### config.mk
export PLATFORM = sky130hd
export DESIGN_NAME = gatedTimer
export DESIGN_NICKNAME = d
export VERILOG_FILES = /design/src/rtl/gtPkg.sv /design/src/rtl/gtControl.sv /design/src/rtl/gtDatapath.sv /design/src/rtl/gatedTimer.sv
export SDC_FILE = /design/constraint.sdc
export NUM_CORES = 1
export LEC_CHECK = 0
export BUFFER_PORTS_ARGS = -buffer_cell sky130_fd_sc_hd__buf_2
export CORE_MARGIN = 2
export CORE_UTILIZATION = 31
export DETAILED_ROUTE_END_ITERATION = 10
export SKIP_CTS_REPAIR_TIMING = 1
export SYNTH_ARGS = -nofsm -noshare
export SYNTH_HDL_FRONTEND = slang
export SYNTH_SLANG_ARGS = --single-unit
### constraint.sdc
create_clock -name clk -period 2.75 [get_ports clk]
set_input_delay 0.275 -clock clk [delete_from_list [all_inputs] [get_ports clk]]
set_output_delay 0.275 -clock clk [all_outputs]
set_load 0.005 [all_outputs]
### src/rtl/gtPkg.sv
package gtPkg;
  localparam logic [2:0] ADDR_CTRL   = 3'd0;
  localparam logic [2:0] ADDR_MODE   = 3'd1;
  localparam logic [2:0] ADDR_PSC    = 3'd2;
  localparam logic [2:0] ADDR_PER    = 3'd3;
  localparam logic [2:0] ADDR_CNT    = 3'd4;
  localparam logic [2:0] ADDR_STATUS = 3'd5;

  localparam logic [2:0] MODE_GATED  = 3'b101;
  localparam logic [2:0] SRC_CH1     = 3'b101;

  typedef struct packed {
    logic run;
    logic cntLoad;
  } gtStrobe_t;
endpackage

### src/rtl/gtControl.sv
module gtControl
  import gtPkg::*;
#(
  parameter int PRE_W       = 16,
  parameter int CNT_W       = 32,
  parameter int SYNC_STAGES = 2
) (
  input  logic             clk,
  input  logic             rstN,
  input  logic             wrEn,
  input  logic [2:0]       wrAddr,
  input  logic [CNT_W-1:0] wrData,
  input  logic             gateIn,
  output gtStrobe_t        strb,
  output logic [PRE_W-1:0] pscVal,
  output logic [CNT_W-1:0] perVal,
  output logic             trigFlag
);
  localparam int SYNC_N = (SYNC_STAGES < 2) ? 2 : SYNC_STAGES;

  logic             enReg, polReg;
  logic [2:0]       modeReg, srcReg;
  logic [SYNC_N-1:0] syncQ;
  logic             gateSync, gateSyncD;
  logic             gatedMode, srcOk, gateActive, gateEdge, flagClr;

  always_ff @(posedge clk) begin
    if (!rstN) begin
      enReg   <= 1'b0;
      polReg  <= 1'b0;
      modeReg <= '0;
      srcReg  <= '0;
      pscVal  <= '0;
      perVal  <= '0;
    end else if (wrEn) begin
      case (wrAddr)
        ADDR_CTRL: begin
          enReg  <= wrData[0];
          polReg <= wrData[1];
        end
        ADDR_MODE: begin
          modeReg <= wrData[2:0];
          srcReg  <= wrData[6:4];
        end
        ADDR_PSC: pscVal <= wrData[PRE_W-1:0];
        ADDR_PER: perVal <= wrData;
        default: ;
      endcase
    end
  end

  always_ff @(posedge clk) begin
    if (!rstN) begin
      syncQ     <= '0;
      gateSyncD <= 1'b0;
    end else begin
      syncQ     <= {syncQ[SYNC_N-2:0], gateIn};
      gateSyncD <= gateSync;
    end
  end

  assign gateSync   = syncQ[SYNC_N-1];
  assign gatedMode  = (modeReg == MODE_GATED);
  assign srcOk      = (srcReg == SRC_CH1);
  assign gateActive = srcOk && (gateSync ^ polReg);
  assign gateEdge   = (gateSync != gateSyncD) && enReg && gatedMode && srcOk;
  assign flagClr    = wrEn && (wrAddr == ADDR_STATUS) && !wrData[0];

  always_comb begin
    strb.run     = enReg && (!gatedMode || gateActive);
    strb.cntLoad = wrEn && (wrAddr == ADDR_CNT);
  end

  always_ff @(posedge clk) begin
    if (!rstN)         trigFlag <= 1'b0;
    else if (gateEdge) trigFlag <= 1'b1;
    else if (flagClr)  trigFlag <= 1'b0;
  end


  flag_set_chk: assert property (@(posedge clk) disable iff (!rstN)
    ((gateSync != gateSyncD) && enReg && gatedMode && srcOk) |=> trigFlag);


  flag_clr_chk: assert property (@(posedge clk) disable iff (!rstN)
    (wrEn && wrAddr == ADDR_STATUS && !wrData[0] && gateSync == gateSyncD) |=> !trigFlag);


  no_run_off_chk: assert property (@(posedge clk) disable iff (!rstN)
    (!enReg) |-> !strb.run);
endmodule

### src/rtl/gtDatapath.sv
module gtDatapath
  import gtPkg::*;
#(
  parameter int PRE_W = 16,
  parameter int CNT_W = 32
) (
  input  logic             clk,
  input  logic             rstN,
  input  gtStrobe_t        strb,
  input  logic [PRE_W-1:0] pscVal,
  input  logic [CNT_W-1:0] perVal,
  input  logic [CNT_W-1:0] loadVal,
  output logic [CNT_W-1:0] cntValue
);
  logic [PRE_W-1:0] psCnt;
  logic             tick;

  assign tick = strb.run && (psCnt >= pscVal);

  always_ff @(posedge clk) begin
    if (!rstN) begin
      psCnt    <= '0;
      cntValue <= '0;
    end else if (strb.cntLoad) begin
      psCnt    <= '0;
      cntValue <= loadVal;
    end else if (strb.run) begin
      if (tick) begin
        psCnt    <= '0;
        cntValue <= (cntValue >= perVal) ? '0 : cntValue + 1'b1;
      end else begin
        psCnt <= psCnt + 1'b1;
      end
    end
  end


  hold_stable_chk: assert property (@(posedge clk) disable iff (!rstN)
    (!strb.run && !strb.cntLoad) |=> $stable(cntValue));


  load_prio_chk: assert property (@(posedge clk) disable iff (!rstN)
    strb.cntLoad |=> (cntValue == $past(loadVal)));


  wrap_zero_chk: assert property (@(posedge clk) disable iff (!rstN)
    (tick && !strb.cntLoad && cntValue == perVal) |=> (cntValue == '0));
endmodule

### src/rtl/gatedTimer.sv
module gatedTimer
  import gtPkg::*;
#(
  parameter int PRE_W       = 16,
  parameter int CNT_W       = 32,
  parameter int SYNC_STAGES = 2
) (
  input  logic             clk,
  input  logic             rstN,
  input  logic             wrEn,
  input  logic [2:0]       wrAddr,
  input  logic [CNT_W-1:0] wrData,
  input  logic             gateIn,
  output logic [CNT_W-1:0] cntValue,
  output logic             trigFlag
);
  gtStrobe_t        strb;
  logic [PRE_W-1:0] pscVal;
  logic [CNT_W-1:0] perVal;

  gtControl #(.PRE_W(PRE_W), .CNT_W(CNT_W), .SYNC_STAGES(SYNC_STAGES)) uCtrl (
    .clk(clk), .rstN(rstN), .wrEn(wrEn), .wrAddr(wrAddr), .wrData(wrData),
    .gateIn(gateIn), .strb(strb), .pscVal(pscVal), .perVal(perVal),
    .trigFlag(trigFlag)
  );

  gtDatapath #(.PRE_W(PRE_W), .CNT_W(CNT_W)) uData (
    .clk(clk), .rstN(rstN), .strb(strb), .pscVal(pscVal), .perVal(perVal),
    .loadVal(wrData), .cntValue(cntValue)
  );
endmodule

# Word-level counts from Yosys, hierarchy flattened
# Index checks and enable logic that the tools add are counted.
# Widths: inputs -> output; s select.
[classes]
n_lt_le_gt_ge = 2
bitwise_logic = 2
n_reduce_logical = 22
mux = 7
add_sub_neg = 2
n_eq_ne = 8
[op_table]
columns = ["operator", "n"]
rows = [
  ["$mux 32", 4],
  ["$add 32x1->32 const B", 1],
  ["$ge 32x32->1", 1],
  ["$add 16x1->16 const B", 1],
  ["$ge 16x16->1", 1],
  ["$mux 16", 1],
  ["$eq 3x3->1 const B", 4],
  ["$reduce_and 2->1", 5],
  ["$logic_and 1x1->1", 9],
  ["$eq 3x2->1 const B", 2],
  ["$reduce_bool 2->1", 3],
  ["$eq 3x1->1 const B", 1],
  ["$logic_not 3->1", 1],
  ["$logic_not 1->1", 2],
  ["$mux 1", 2],
  ["$reduce_or 2->1", 1],
  ["$logic_or 1x1->1", 1],
  ["$ne 1x1->1", 1],
  ["$not 1->1", 1],
  ["$xor 1x1->1", 1],
]
[word_totals]
out_inout_bits = 33
reg_bits = 108
in_bits = 39
word_cells = 54

# Logic depth before layout (Yosys ltp)
# Gate-level depths: netlist (run 1).
[depth]
depth_word = 8
ltp_mapped = 11
ltp_nobuf = 9

# Hierarchy
# Synthesis (run 1) repeated with hierarchy kept, for this count alone.
[unflattened]
cells_unflattened = 772
hier_area_um2 = 6003.3
[modules_own_cells]
columns = ["module", "seq_area_each_um2", "instances", "area_per_inst_um2", "cells_per_inst"]
rows = [
  ["gtDatapath", 960.9, 1, 3802.4, 510],
  ["gtControl", 1201.2, 1, 2200.9, 262],
]

# Least setup slack after synthesis (run 1)
# OpenSTA, ideal clock, no wires.
[synth_timing]
kind = "reg2reg"
start = "register uData.cntValue[0]"
end = "register uData.cntValue[24]"
setup_ps = 74
period_less_slack_ps = 2693
arrival_ps = 2618
required_time_ps = 2676
path_slack_ps = 57
path_buffers = 1
path_stages_with_launch = 11
cell_sequence = "dfxtp_1 inv_1 ha_1 nand2b_1 a2111o_1 a32oi_1 a31oi_1 or2_4 buf_6 or4_1 a31oi_1"
[synth_between]
elab_chain_len = 5
word_cells_on_any_way = 6
classes_between = "add/sub (1); order compare (1); mux (4)"
[synth_lines]
columns = ["element", "line_no", "source"]
rows = [
  ["start, declared", "gtDatapath.sv:13", "output logic [CNT_W-1:0] cntValue"],
  ["start signal, assigned", "gtDatapath.sv:26", "cntValue <= loadVal;"],
  ["start signal, assigned", "gtDatapath.sv:30", "cntValue <= (cntValue >= perVal) ? '0 : cntValue + 1'b1;"],
  ["$add 32x1->32 / $ge 32x32->1 (equally long branches)", "gtDatapath.sv:30", ""],
  ["$mux 32 (*)", "gtDatapath.sv:30", ""],
  ["$mux 32 (*)", "gtDatapath.sv:28", "if (tick) begin"],
  ["$mux 32 (*)", "gtDatapath.sv:27", "end else if (strb.run) begin"],
  ["$mux 32 (*)", "gtDatapath.sv:24", "end else if (strb.cntLoad) begin"],
]
# Mark *: on every way between the ends. The rest lies on a longest branch, timed or not. The select of a mux whose other input is x is not followed.
# A chain may end at the register's enable or synchronous reset.

# Final worst setup path (run 1)
# Same ends and word-level chain as after synthesis.

==> results of run 1 <==
path summary, 6_finish.rpt:
kind / from / end / slack (ns)
worst max-delay path: uData.cntValue[0]$_SDFFE_PN0P_ / uData.cntValue[24]$_SDFFE_PN0P_ / 0.14
worst max register to register: uData.cntValue[0]$_SDFFE_PN0P_ / uData.cntValue[24]$_SDFFE_PN0P_ / 0.14
worst min register to register: uCtrl.syncQ[0]$_SDFF_PN0_ / uCtrl.syncQ[1]$_SDFF_PN0_ / 0.44
worst min-delay path: gateIn / uCtrl.syncQ[0]$_SDFF_PN0_ / 0.12
registers in the layout, summed over array words and instances, names as in the netlist:
signal and cells:
uCtrl.srcReg 3, uCtrl.modeReg 3, uCtrl.syncQ 2, uCtrl.pscVal 16, uCtrl.gateSyncD 1, uData.cntValue 32, uCtrl.enReg 1, uData.psCnt 16
uCtrl.polReg 1, uCtrl.perVal 32, uCtrl.trigFlag 1
stage by stage:
stage	cells	power, mW
2_1_floorplan	776	2.07
3_3_place_gp	1088	2.34
3_5_place_dp	1088	2.35
4_1_cts	1104	3.65
5_1_grt	1105	3.83
6_report	1105	3.68
critical path, stage by stage (launching register included):
cell	delay (ns)
dfxtp_1	0.33
inv_1	0.07
ha_1	0.28
nand2b_1	0.14
a2111o_1	0.40
a32oi_2	0.26
a31oi_4	0.14
or2_4	0.29
or4_1	0.47
a31oi_1	0.16
cells by family after synthesis:
kind of cell	after synthesis	share of synthesized area
AO/OA/AOI/OAI	167	0.164
XOR/XNOR	17	0.0250
adder cells (fa/ha/maj)	50	0.105
buffers and inverters	90	0.0586
flip-flops	108	0.363
multiplexers	9	0.0151
AND/OR/NAND/NOR	335	0.270
report_power, final:
part           internal [mW]  switching (mW)
registers               1.60          0.0209
logic                  0.313           0.445
clock network          0.654           0.652
total                   2.56            1.12
per-layer routing:
metal	vias to the layer above	GRT usage
met5	-	0
met4	0	0.0698
met3	20	0.0272
met2	103	0.264
met1	2610	0.230
li1	2904	-
layout make-up:
class | count | area, um2 | share of cell area
clock buffer | 11 | 243 | 0.0337
sequential | 108 | 2160 | 0.301
multi-input combinational | 579 | 3520 | 0.489
timing repair buffer | 118 | 748 | 0.104
clock inverter | 5 | 43.8 | 0.00609
inverter | 50 | 188 | 0.0261
tap | 234 | 293 | 0.0407
cell usage in the layout, fill, tap and decap left out, drive strengths merged, types with 9 or more instances in the layout:
master  Yosys  layout
nand2     154     154
buf         4     118
dfxtp     108     108
a21oi      77      77
inv        50      53
nor2       51      51
ha         50      50
o21ai      33      33
nand3      20      20
a31oi      20      20
nor3       20      20
nand4      19      19
nand4b     13      13
and3       12      12
clkbuf     36      11
xor2        9       9
mux2i       9       9
or4         9       9
a32oi       9       9
==> results_dict.tcl, run 1 <==
set metrics [dict create \
    status "finished clean" \
    syn-cell-area_um2 5960 \
    place.detailed.hpwl_um 12300 \
    met1_length_um 8430 \
    finish.instance_area_um2 7190 \
    die_area_um2 20400 \
    grt_use_total 0.169 \
    max_cap_viol_count 0 \
    yosysMostFrequentCell "nand2_1" \
    grt_overflow 0 \
    post_drt_wl_per_cell_um 15.4 \
    dr.pass1.iters 5 \
    clockBufferDepth 2 \
    syn_area_per_cell_um2 7.68 \
    drc_errors 0 \
    wl_met3_um 571 \
    setup_ws_ns 0.145 \
    insertion_delay_ns 0.36 \
    cp_max_fo 5 \
    port_buffers 71 \
    synth_top_area_cell "dfxtp_1" \
    synthTopCellsByArea "dfxtp_1 (36%), ha_1 (10%), nand2_1 (9.7%)" \
    placed_area_um2 6840 \
    initial_utilization 0.318 \
    max_freq_mhz 384 \
    cts_root_buffer "clkbuf_16" \
    slew_headroom 0.552 \
    critPathKind "flip-flop to flip-flop" \
    power.leakage_nw 2.73 \
    first_iter_violations 423 \
    syn_nets 865 \
    gp_congestion 0.833 \
    grt_start_max_net_pins 85 \
    worst_setup_path_start_kind "flip-flop" \
    antenna_found_initial 0 \
    numCtsBuffers 9 \
    clock-sinks 108 \
    die_x_um 143 \
    cts_max_level 3 \
    hp-class "input pin to flip-flop" \
    path_clk_slew_ns 0.07 \
    required_ns 3.04 \
    antennaDiodeCount 0 \
    fin_util 0.383 \
    grt_pass1_wl_um 27200 \
    setup-violations-final 0 \
    period_minus_slack_ns 2.61 \
    setup_tns_ns 0 \
    wl_met2_um 7680 \
    fp.dieH_um 143 \
    grt_pass1_vias 5198 \
    ys.warnings.count 0 \
    vias 5637 \
    fillers 1978 \
    design.final.nets 955 \
    max_slew.worst_pin.slew_ns 0.669 \
    synth_common_cells "nand2_1 (154), dfxtp_1 (108), a21oi_1 (77)" \
    detail-route-antenna-nets 0 \
    worstHoldPathCells 2 \
    slew_violations 0 \
    synth_top_area_share 0.363 \
    top_layer_used "met4" \
    pre_cts_ws_ns -0.0299 \
    rr_worst_depth 9 \
    ir_drop_mv 0.274 \
    async_reset_ff_frac 0 \
    coreArea_um2 18800 \
    drive_gt1_frac 0.168 \
    fp-row-count 50 \
    syn_inst 776 \
    area_delta_synth_final_pct 20.7 \
    ys_seq_elements 108 \
    ys_types 48 \
    holdWs_ns 0.119 \
    ios 72 \
    p_per_area_nw_per_um2 512 \
    endpoint_kind "flip-flop" \
    synth-edff-count 0 \
    seq_area_frac_synth 0.363 \
    hold_viol_final 0 \
    cts_tree "done" \
    drt-vias-per-instance 5.10 \
    wl_um 17000 \
    synth-main-ff-cell "dfxtp_1" \
    period_share 0.947 \
    arrival_ns 2.90 \
    skew_ns 0.00612 \
]
No activity file was read; power rests on OpenSTA's default activity.
==> inputs of run 2 (changes only) <==
==> constraint.sdc (replaced) <==
create_clock -name clk -period 2.75 [get_ports clk]
set_input_delay 0.55 -clock clk [delete_from_list [all_inputs] [get_ports clk]]
set_output_delay 0.55 -clock clk [all_outputs]
set_load 0.005 [all_outputs]
==> run 2 against run 1 <==
Against the previous run: cell count unchanged; worst setup slack got worse by 0.018 ns; wire length increased by 1.1%; non-clock buffer count unchanged; critical path depth unchanged; sequential power about the same; flip-flop and latch count unchanged.
==> results_dict.tcl, run 2 (same netlist as run 1, synthesis figures left out) <==
set metrics [dict create \
    status "finished clean" \
    sequentialPowerShare 0.435 \
    crit_end "uData.cntValue[24]$_SDFFE_PN0P_" \
    antennaDiodeCount 0 \
    top_layer_used "met4" \
    clkPwrFrac 0.365 \
    period_minus_slack_ns 2.62 \
    setup-violations-final 0 \
    ir_drop_mv 0.349 \
    fin_util 0.384 \
    vias 5736 \
    arrival_ns 2.92 \
    fp.dieH_um 143 \
    worst_setup_path_start_kind "flip-flop" \
    fp-row-count 50 \
    timing.rr.start "uData.cntValue[0]$_SDFFE_PN0P_" \
    path_clk_slew_ns 0.07 \
    max_slew.worst_pin.slew_ns 0.698 \
    power.leakage_nw 2.74 \
    detail-route-antenna-nets 0 \
    cts_max_level 3 \
    comb_power_share 0.199 \
    place.detailed.hpwl_um 12300 \
    reg2reg_to "uData.cntValue[24]$_SDFFE_PN0P_" \
    clock-sinks 108 \
    area_delta_synth_final_pct 20.8 \
    period_share 0.954 \
    wl_met3_um 681 \
    gp_congestion 0.819 \
    required_ns 3.04 \
    antenna_found_initial 0 \
    initial_utilization 0.318 \
    endpoint_kind "flip-flop" \
    cts_tree "done" \
    path_cells "inv_2 -> ha_1 -> nand2b_1 -> a2111o_1 -> a32oi_1 -> a31oi_2 -> or2_4 -> or4_1 -> a31oi_1" \
    die_area_um2 20400 \
    skew_ns 0.0116 \
    grt_use_total 0.170 \
    final_common_cell "nand2_1" \
    cp_max_fo 6 \
    dr.pass1.iters 5 \
    mostFrequentLayoutCells "nand2_1 (154), dfxtp_1 (106), a21oi_1 (76)" \
    cts_root_buffer "clkbuf_16" \
    post_drt_wl_per_cell_um 15.6 \
    numCtsBuffers 9 \
    clockBufferDepth 2 \
    hold_viol_final 0 \
    design.final.nets 955 \
    placed_area_um2 6820 \
    insertion_delay_ns 0.37 \
    wl_met2_um 7890 \
    p_int_mw 2.63 \
    largestRegisters "uCtrl.perVal (32), uData.cntValue (32)" \
    critPathKind "flip-flop to flip-flop" \
    port_buffers 71 \
    grt_overflow 0 \
    cpPeakStageDelay_ns 0.48 \
    max_freq_mhz 381 \
    sw_frac_of_total 0.293 \
    rr_worst_depth 9 \
    die_x_um 143 \
    setup_tns_ns 0 \
    max_cap_viol_count 0 \
    grt_pass1_wl_um 27400 \
    rrSetupSlack_ns 0.13 \
    grt_pass1_vias 5387 \
    startpoint "uData.cntValue[0]$_SDFFE_PN0P_" \
    met1_length_um 8270 \
    coreArea_um2 18800 \
    drc_errors 0 \
    p_per_area_nw_per_um2 517 \
    hp-class "input pin to flip-flop" \
    netSwitchingPower_mw 1.09 \
    slowest_stage "or4_1" \
    ios 72 \
    first_iter_violations 530 \
    grt_start_max_net_pins 85 \
    slew_headroom 0.533 \
    drt-vias-per-instance 5.19 \
    slew_violations 0 \
    wl_um 17200 \
    finish.instance_area_um2 7200 \
    drive_gt1_frac 0.171 \
]
==> run 2: cell count changes in the layout (fill, tap and decap cells not counted), moves of 2 or more <==
cell	change
dfxtp_2	+2
buf_4	-3
buf_6	+2
dfxtp_1	-2
==> run 2: layout make-up <==
cell class / instances / area [um2]
Fill cell: 2024 / 11600
Clock inverter: 4 / 55.1
Sequential cell: 108 / 2160
Timing Repair Buffer: 118 / 746
Inverter: 50 / 188
Tap cell: 234 / 293
Multi-Input combinational cell: 579 / 3510
Clock buffer: 12 / 246
==> run 2: critical path, delay by kind of cell, from the launching register on <==
kind	cells	cell delay, ns
compound gates	4	0.97
fa+ha+maj	1	0.27
flops	1	0.33
simple gates	3	0.94
buf+inv	1	0.04
==> run 2: power groups by stage <==
stage / Sequential, mW / Clock (mW) / Combinational (mW)
after global routing: 1.62 / 1.43 / 0.818
after CTS: 1.62 / 1.38 / 0.659
after floorplan: 1.66 / 0 / 0.410
final: 1.62 / 1.36 / 0.741
after detailed placement: 1.66 / 0 / 0.657
after global placement: 1.66 / 0 / 0.657
==> run 2: worst min-delay path by stage <==
stage	startpoint	end	cells after the start
6_report	gateIn	uCtrl.syncQ[0]$_SDFF_PN0_	2
5_1_grt	gateIn	uCtrl.syncQ[0]$_SDFF_PN0_	2
4_1_cts	gateIn	uCtrl.syncQ[0]$_SDFF_PN0_	2
3_5_place_dp	uCtrl.syncQ[0]$_SDFF_PN0_	uCtrl.syncQ[1]$_SDFF_PN0_	1
3_3_place_gp	uCtrl.syncQ[0]$_SDFF_PN0_	uCtrl.syncQ[1]$_SDFF_PN0_	1
2_1_floorplan	uCtrl.syncQ[0]$_SDFF_PN0_	uCtrl.syncQ[1]$_SDFF_PN0_	1
==> run 2: layer usage <==
| layer | track usage | up-vias |
|---|---|---|
| met5 | 0 | - |
| met4 | 0.0724 | 0 |
| met2 | 0.268 | 129 |
| met3 | 0.0268 | 21 |
| li1 | - | 2903 |
| met1 | 0.232 | 2683 |
==> run 2: stage by stage <==
stage          hold WS (ns)  power [mW]  setup WS (ns)  std cells
6_report              0.397        3.72          0.127       1105
4_1_cts               0.394        3.66        -0.0471       1102
3_3_place_gp          0.423        2.31        -0.0696       1086
3_5_place_dp          0.431        2.31        -0.0389       1086
5_1_grt               0.401        3.88        -0.0461       1105
2_1_floorplan         0.412        2.07         0.0574        776
